==> config.mk <==
export PLATFORM = sky130hd
export DESIGN_NAME = cp_chunk_planner
export DESIGN_NICKNAME = d
export VERILOG_FILES = /design/src/rtl/cp_pkg.sv /design/src/rtl/cp_page_room.sv /design/src/rtl/cp_overlap.sv /design/src/rtl/cp_chunk_planner.sv
export SDC_FILE = /design/constraint.sdc
export NUM_CORES = 1
export LEC_CHECK = 0
export BUFFER_PORTS_ARGS = -buffer_cell sky130_fd_sc_hd__buf_2
export CAP_MARGIN = 0
export CELL_PAD_IN_SITES_DETAIL_PLACEMENT = 1
export CELL_PAD_IN_SITES_GLOBAL_PLACEMENT = 2
export CORE_MARGIN = 3
export CORE_UTILIZATION = 31
export CTS_CLUSTER_DIAMETER = 150
export DETAILED_ROUTE_END_ITERATION = 10
export PLACE_DENSITY_LB_ADDON = 0.1
export REMOVE_ABC_BUFFERS = 1
export SLEW_MARGIN = 5
export SYNTH_ARGS = -nofsm -noshare
export SYNTH_HDL_FRONTEND = slang
export SYNTH_SLANG_ARGS = --single-unit
==> constraint.sdc <==
create_clock -name clk -period 11.9 [get_ports clk]
set_input_delay 1.19 -clock clk [delete_from_list [all_inputs] [get_ports clk]]
set_output_delay 1.19 -clock clk [all_outputs]
set_load 0.02 [all_outputs]
==> src/rtl/cp_pkg.sv <==
package cp_pkg;

    typedef enum logic [2:0] {
        OP_MOVE  = 3'd0,
        OP_CMP   = 3'd1,
        OP_STORE = 3'd2,
        OP_SCAN  = 3'd3,
        OP_LOAD  = 3'd4,
        OP_PIN   = 3'd5,
        OP_POUT  = 3'd6
    } op_e;

    typedef enum logic {
        ST_IDLE   = 1'b0,
        ST_REPORT = 1'b1
    } plan_st_e;

    function automatic logic reads_src(input logic [2:0] op);
        return (op == OP_MOVE) || (op == OP_CMP) || (op == OP_LOAD) || (op == OP_POUT);
    endfunction

    function automatic logic touches_dst(input logic [2:0] op);
        return (op == OP_MOVE) || (op == OP_CMP) || (op == OP_STORE) ||
               (op == OP_SCAN) || (op == OP_PIN);
    endfunction

    function automatic logic [1:0] size_shift(input logic [1:0] code);
        return (code == 2'd0) ? 2'd0 : (code == 2'd1) ? 2'd1 : 2'd2;
    endfunction

endpackage

==> src/rtl/cp_page_room.sv <==
module cp_page_room #(
    parameter int PAGE_BITS = 12,
    localparam int ROOM_W = PAGE_BITS + 1
) (
    input  logic [PAGE_BITS-1:0] offset,
    input  logic [1:0]           shift,
    input  logic                 down,
    output logic [ROOM_W-1:0]    room,
    output logic                 straddle
);
    localparam logic [ROOM_W-1:0] PAGE_BYTES = ROOM_W'(1) << PAGE_BITS;

    logic [ROOM_W-1:0] off_w;
    logic [ROOM_W-1:0] elem_bytes;

    always_comb begin
        off_w      = {1'b0, offset};
        elem_bytes = ROOM_W'(1) << shift;
        if (down)
            room = (off_w >> shift) + ROOM_W'(1);
        else
            room = (PAGE_BYTES - off_w) >> shift;
        straddle = off_w > (PAGE_BYTES - elem_bytes);
    end
endmodule

==> src/rtl/cp_overlap.sv <==
module cp_overlap #(
    parameter int ADDR_W = 32,
    parameter int ROOM_W = 13
) (
    input  logic [ADDR_W-1:0] src,
    input  logic [ADDR_W-1:0] dst,
    input  logic [ROOM_W-1:0] chunk,
    input  logic [1:0]        shift,
    input  logic              down,
    input  logic              is_move,
    output logic              hazard
);
    localparam int BYTES_W = ROOM_W + 2;

    logic [BYTES_W-1:0] span;
    logic [ADDR_W-1:0]  gap_up;
    logic [ADDR_W-1:0]  gap_dn;

    always_comb begin
        span   = {2'b00, chunk} << shift;
        gap_up = dst - src;
        gap_dn = src - dst;
        hazard = is_move &&
                 ((!down && (src < dst) && (gap_up < ADDR_W'(span))) ||
                  ( down && (src > dst) && (gap_dn < ADDR_W'(span))));
    end
endmodule

==> src/rtl/cp_chunk_planner.sv <==
module cp_chunk_planner
    import cp_pkg::*;
#(
    parameter int ADDR_W    = 32,
    parameter int CNT_W     = 32,
    parameter int PAGE_BITS = 12,
    localparam int ROOM_W   = PAGE_BITS + 1
) (
    input  logic              clk,
    input  logic              rst,
    input  logic              start,
    input  logic [2:0]        op_class,
    input  logic [1:0]        size_code,
    input  logic              dir_down,
    input  logic              addr32,
    input  logic              rep_active,
    input  logic [ADDR_W-1:0] src_addr,
    input  logic [ADDR_W-1:0] dst_addr,
    input  logic [CNT_W-1:0]  remaining,
    input  logic              src_mmio,
    input  logic              dst_mmio,
    input  logic              dst_fb,
    output logic              plan_valid,
    output logic              fast_en,
    output logic              slow_sel,
    output logic [ROOM_W-1:0] chunk_cnt,
    output logic              restart
);
    plan_st_e state, state_nx;

    logic [1:0]           shift;
    logic                 is_move, use_s, use_d;
    logic [PAGE_BITS-1:0] offs [2];
    logic [ROOM_W-1:0]    room [2];
    logic                 strd [2];
    logic [ROOM_W-1:0]    room_sel, chunk_nx;
    logic [ADDR_W-1:0]    amask;
    logic                 align_ok, mmio_ok, base_ok, overlap;
    logic                 pre_fast, edge_bad, fast_nx, restart_nx;

    assign offs[0] = src_addr[PAGE_BITS-1:0];
    assign offs[1] = dst_addr[PAGE_BITS-1:0];

    for (genvar g = 0; g < 2; g++) begin : g_room
        cp_page_room #(.PAGE_BITS(PAGE_BITS)) u_room (
            .offset  (offs[g]),
            .shift   (shift),
            .down    (dir_down),
            .room    (room[g]),
            .straddle(strd[g])
        );
    end

    always_comb begin
        shift   = size_shift(size_code);
        is_move = (op_class == OP_MOVE);
        use_s   = reads_src(op_class);
        use_d   = touches_dst(op_class);
        if (use_s && use_d)
            room_sel = (room[0] < room[1]) ? room[0] : room[1];
        else if (use_d)
            room_sel = room[1];
        else
            room_sel = room[0];
        chunk_nx = (remaining < CNT_W'(room_sel)) ? remaining[ROOM_W-1:0] : room_sel;
    end

    cp_overlap #(.ADDR_W(ADDR_W), .ROOM_W(ROOM_W)) u_ovl (
        .src    (src_addr),
        .dst    (dst_addr),
        .chunk  (chunk_nx),
        .shift  (shift),
        .down   (dir_down),
        .is_move(is_move),
        .hazard (overlap)
    );

    always_comb begin
        amask    = (ADDR_W'(1) << shift) - ADDR_W'(1);
        align_ok = (!use_s || ((src_addr & amask) == '0)) &&
                   (!use_d || ((dst_addr & amask) == '0));
        mmio_ok  = !(use_s && src_mmio) &&
                   !(use_d && dst_mmio && !(is_move && dst_fb));
        base_ok  = rep_active && addr32 && (remaining != '0) &&
                   (is_move || align_ok) && mmio_ok;
        pre_fast = base_ok && !overlap;
        edge_bad = is_move && (strd[0] || strd[1]);
        fast_nx  = pre_fast && !edge_bad && (chunk_nx != '0);
        if (fast_nx)
            restart_nx = remaining > CNT_W'(chunk_nx);
        else
            restart_nx = pre_fast && edge_bad && (remaining > CNT_W'(1));
    end

    // state register
    always_comb begin
        unique case (state)
            ST_IDLE:   state_nx = start ? ST_REPORT : ST_IDLE;
            ST_REPORT: state_nx = start ? ST_REPORT : ST_IDLE;
            default:   state_nx = ST_IDLE;
        endcase
    end

    always_ff @(posedge clk) begin
        if (rst) state <= ST_IDLE;
        else     state <= state_nx;
    end

    // result registers
    always_ff @(posedge clk) begin
        if (rst) begin
            fast_en   <= 1'b0;
            slow_sel  <= 1'b0;
            chunk_cnt <= '0;
            restart   <= 1'b0;
        end else if (start) begin
            fast_en   <= fast_nx;
            slow_sel  <= !fast_nx;
            chunk_cnt <= chunk_nx;
            restart   <= restart_nx;
        end
    end

    assign plan_valid = (state == ST_REPORT);
endmodule

==> metrics.txt <==
Async SR Flop Fraction 0; Worst Setup SP src_addr[3]; PortBufs 126; switching power 430 uW; Clock power frac 0.086; first-pass detailed-route iteration total 6; Crit. End Element flip-flop; Peak VDD IR 0.0604 mV; highest clock rate 90.1 MHz; Final Critical Period 11.09 ns; leakage power total 0.00502 uW; R2R depth 5; worst setup path endpoint fast_en; synthesis-stage register bit count 17; endpoints failing setup 0; drt via density 5.89; vias in the first global route 11700; distinct cell type count after synthesis 100; overall die area 35100 um2; Worst-Skew Late Latency 0.24 ns; fin nets 1814; status complete, no violations; Post-DRT Antenna Nets 0; Root Buffer clkbuf_16; final RePlAce weighted congestion 0.937; Die Span Y 187 um; Filler Cell Count 4112; Top FF cell, synth dfxtp_1; largest net degree at the start of global routing 46; syn_area_per_cell 6.88 um2; commonest non-fill, non-tap cell in the layout ha_1; Layout area overhead 11.0%; Antenna Cells 0; Core Area 32000 um2; max cap viols 0; CTS Buf Count 3; first-pass GRT wire length 71300 um; die width 187 um; sw frac 0.563; post-route core utilization 0.354; Worst slew margin 0.242; critical path class primary input to flip-flop; worst setup slack after layout 0.807 ns; Least-Margin Pin Slew 1.11 ns; worst slack, placed 0.321 ns; DR vias 11700; DRC Markers 0; IO Count 127; wire length per cell 23.5 um; total grt overflow 0; Critical Path RT 12.03 ns; H-Tree Depth 1; share of post-route cells with drive strength above 1 0.128; reg-to-reg critical path startpoint restart; CP max stage delay 0.99 ns; initial antenna violation count 0; Critical Path AT 11.22 ns; Detailed Route WL 46700 um; Sink Count 17; CTS tree built; Initial Util 0.319; Hold Crit Class flip-flop to flip-flop; Logic pwr share 0.830; sequential area share after synthesis 0.0334; Worst path slowest cell a2111oi_0; startpoint types primary input; Syn Std Cell Area 10200 um2; CTS clk-pin slew, worst paths 0.05 ns; 1st-iter DRT viols 825; Synth Warn # 0; register share of total power 0.084; PD cells 67.6 nW/um2; detailed placement HPWL 38600 um; number of synthesized flops with an enable pin 0; synthesized instance count 1480; count of pins over their slew limit 0; Pint 333 uW; Worst Skew 0 ns; period utilization 0.932; Worst R2R Setup Slack 10.72 ns; R2R Path End restart; worst-path maximum fanout 15; most frequent cells in the layout 149 x ha_1, 128 x a21oi_1, 124 x buf_2; Hold Path Stages 2; CTS max path bufs 2; Cell Rows 65; cell mode on critical path ha_1; final hold violation count 0; Tot GR Track Use 0.254
==> worst min path at each step <==
stage,startpoint,end
5_1_grt,chunk_cnt[6],chunk_cnt[6]
2_1_floorplan,chunk_cnt[6],chunk_cnt[6]
3_3_place_gp,chunk_cnt[6],chunk_cnt[6]
6_report,chunk_cnt[6],chunk_cnt[6]
4_1_cts,chunk_cnt[6],chunk_cnt[6]
3_5_place_dp,chunk_cnt[6],chunk_cnt[6]
==> cell families after synthesis <==
logic type | Yosys count | share of synthesized area
AND/OR/NAND/NOR | 485 | 0.248
AO/OA/AOI/OAI | 476 | 0.322
buffers and inverters | 214 | 0.0836
adder cells (fa/ha/maj) | 151 | 0.187
XOR/XNOR | 71 | 0.0610
multiplexers | 64 | 0.0644
flip-flops | 17 | 0.0334
other | 2 | 0.000737
==> sequential cells by signal, indices dropped and copies added, names as in the netlist <==
signal      flops
plan_valid      1
fast_en         1
chunk_cnt      13
slow_sel        1
restart         1
==> per-stage QoR <==
step / TNS, ns / cells / total power (uW) / area [um2] / hold slack, ns
2_1_floorplan: 0 / 1396 / 457 / 9820 / 0.541
3_3_place_gp: 0 / 1978 / 685 / 11200 / 0.463
3_5_place_dp: 0 / 1978 / 688 / 11200 / 0.479
4_1_cts: 0 / 1982 / 759 / 11200 / 0.488
5_1_grt: -0.00484 / 1987 / 833 / 11300 / 0.514
6_report: 0 / 1987 / 764 / 11300 / 0.479
==> power by group through the flow <==
stage	sequential [uW]	clock (uW)	combinational [uW]
after CTS	64.2	67.3	627
final	64.1	65.8	634
after global placement	65.2	0	620
after global routing	64.7	70.4	698
after detailed placement	65.4	0	623
after floorplan	70.6	0	387
==> cell usage after synthesis (all sizes together) (7+ instances only) <==
cell | number | share of area
a2111oi | 11 | 0.012
a211o | 10 | 0.0086
a211oi | 28 | 0.021
a21o | 32 | 0.024
a21oi | 130 | 0.065
a221o | 7 | 0.0069
a221oi | 9 | 0.0090
a22oi | 9 | 0.0066
a31oi | 20 | 0.014
and3 | 10 | 0.0066
buf | 32 | 0.017
clkbuf | 64 | 0.024
dfxtp | 17 | 0.033
ha | 149 | 0.18
inv | 117 | 0.043
mux2 | 12 | 0.013
mux2i | 52 | 0.051
nand2 | 110 | 0.041
nand2b | 20 | 0.012
nand3 | 41 | 0.020
nand4 | 37 | 0.023
nor2 | 113 | 0.042
nor2b | 13 | 0.0080
nor3 | 38 | 0.019
nor4 | 35 | 0.025
o211a | 9 | 0.0088
o211ai | 17 | 0.013
o21a | 20 | 0.015
o21ai | 90 | 0.045
o21bai | 9 | 0.0070
o221ai | 8 | 0.0069
o31a | 7 | 0.0060
o31ai | 7 | 0.0052
or2 | 11 | 0.0068
or3 | 9 | 0.0060
or4 | 12 | 0.0092
xnor2 | 55 | 0.047
xor2 | 16 | 0.014
==> metal layers <==
| metal | up-vias | track usage | share of wire |
|---|---|---|---|
| met2 | 306 | 0.437 | 0.47 |
| met4 | 0 | 0.0454 | 0.021 |
| met5 | - | 0 | 0 |
| met3 | 53 | 0.0315 | 0.051 |
| met1 | 5723 | 0.343 | 0.46 |
| li1 | 5628 | - | - |
==> critical path: cells and delay by family <==
family,cells,cell delay [ns]
AND/OR/NAND/NOR,13,3.56
adder cells (fa/ha/maj),3,0.94
AO/OA/AOI/OAI,14,3.88
multiplexers,2,0.72
buffers and inverters,5,0.95
==> area by class of cell <==
| type | count | area (um2) | share of cell area |
|---|---|---|---|
| flip-flops and latches | 17 | 340 | 0.0301 |
| multi-input cells | 1261 | 9060 | 0.802 |
| repair buffers | 152 | 835 | 0.0738 |
| well taps | 435 | 544 | 0.0481 |
| inverters | 118 | 443 | 0.0392 |
| clock buffers | 4 | 78.8 | 0.00697 |
==> what timing repair did <==
item	4_1_cts	5_1_grt
setup endpoints to repair	0	3
setup buffers	0	5
hold buffers	0	0
gates resized for setup	0	6
Note: power is estimated with default switching activity, not from simulation.
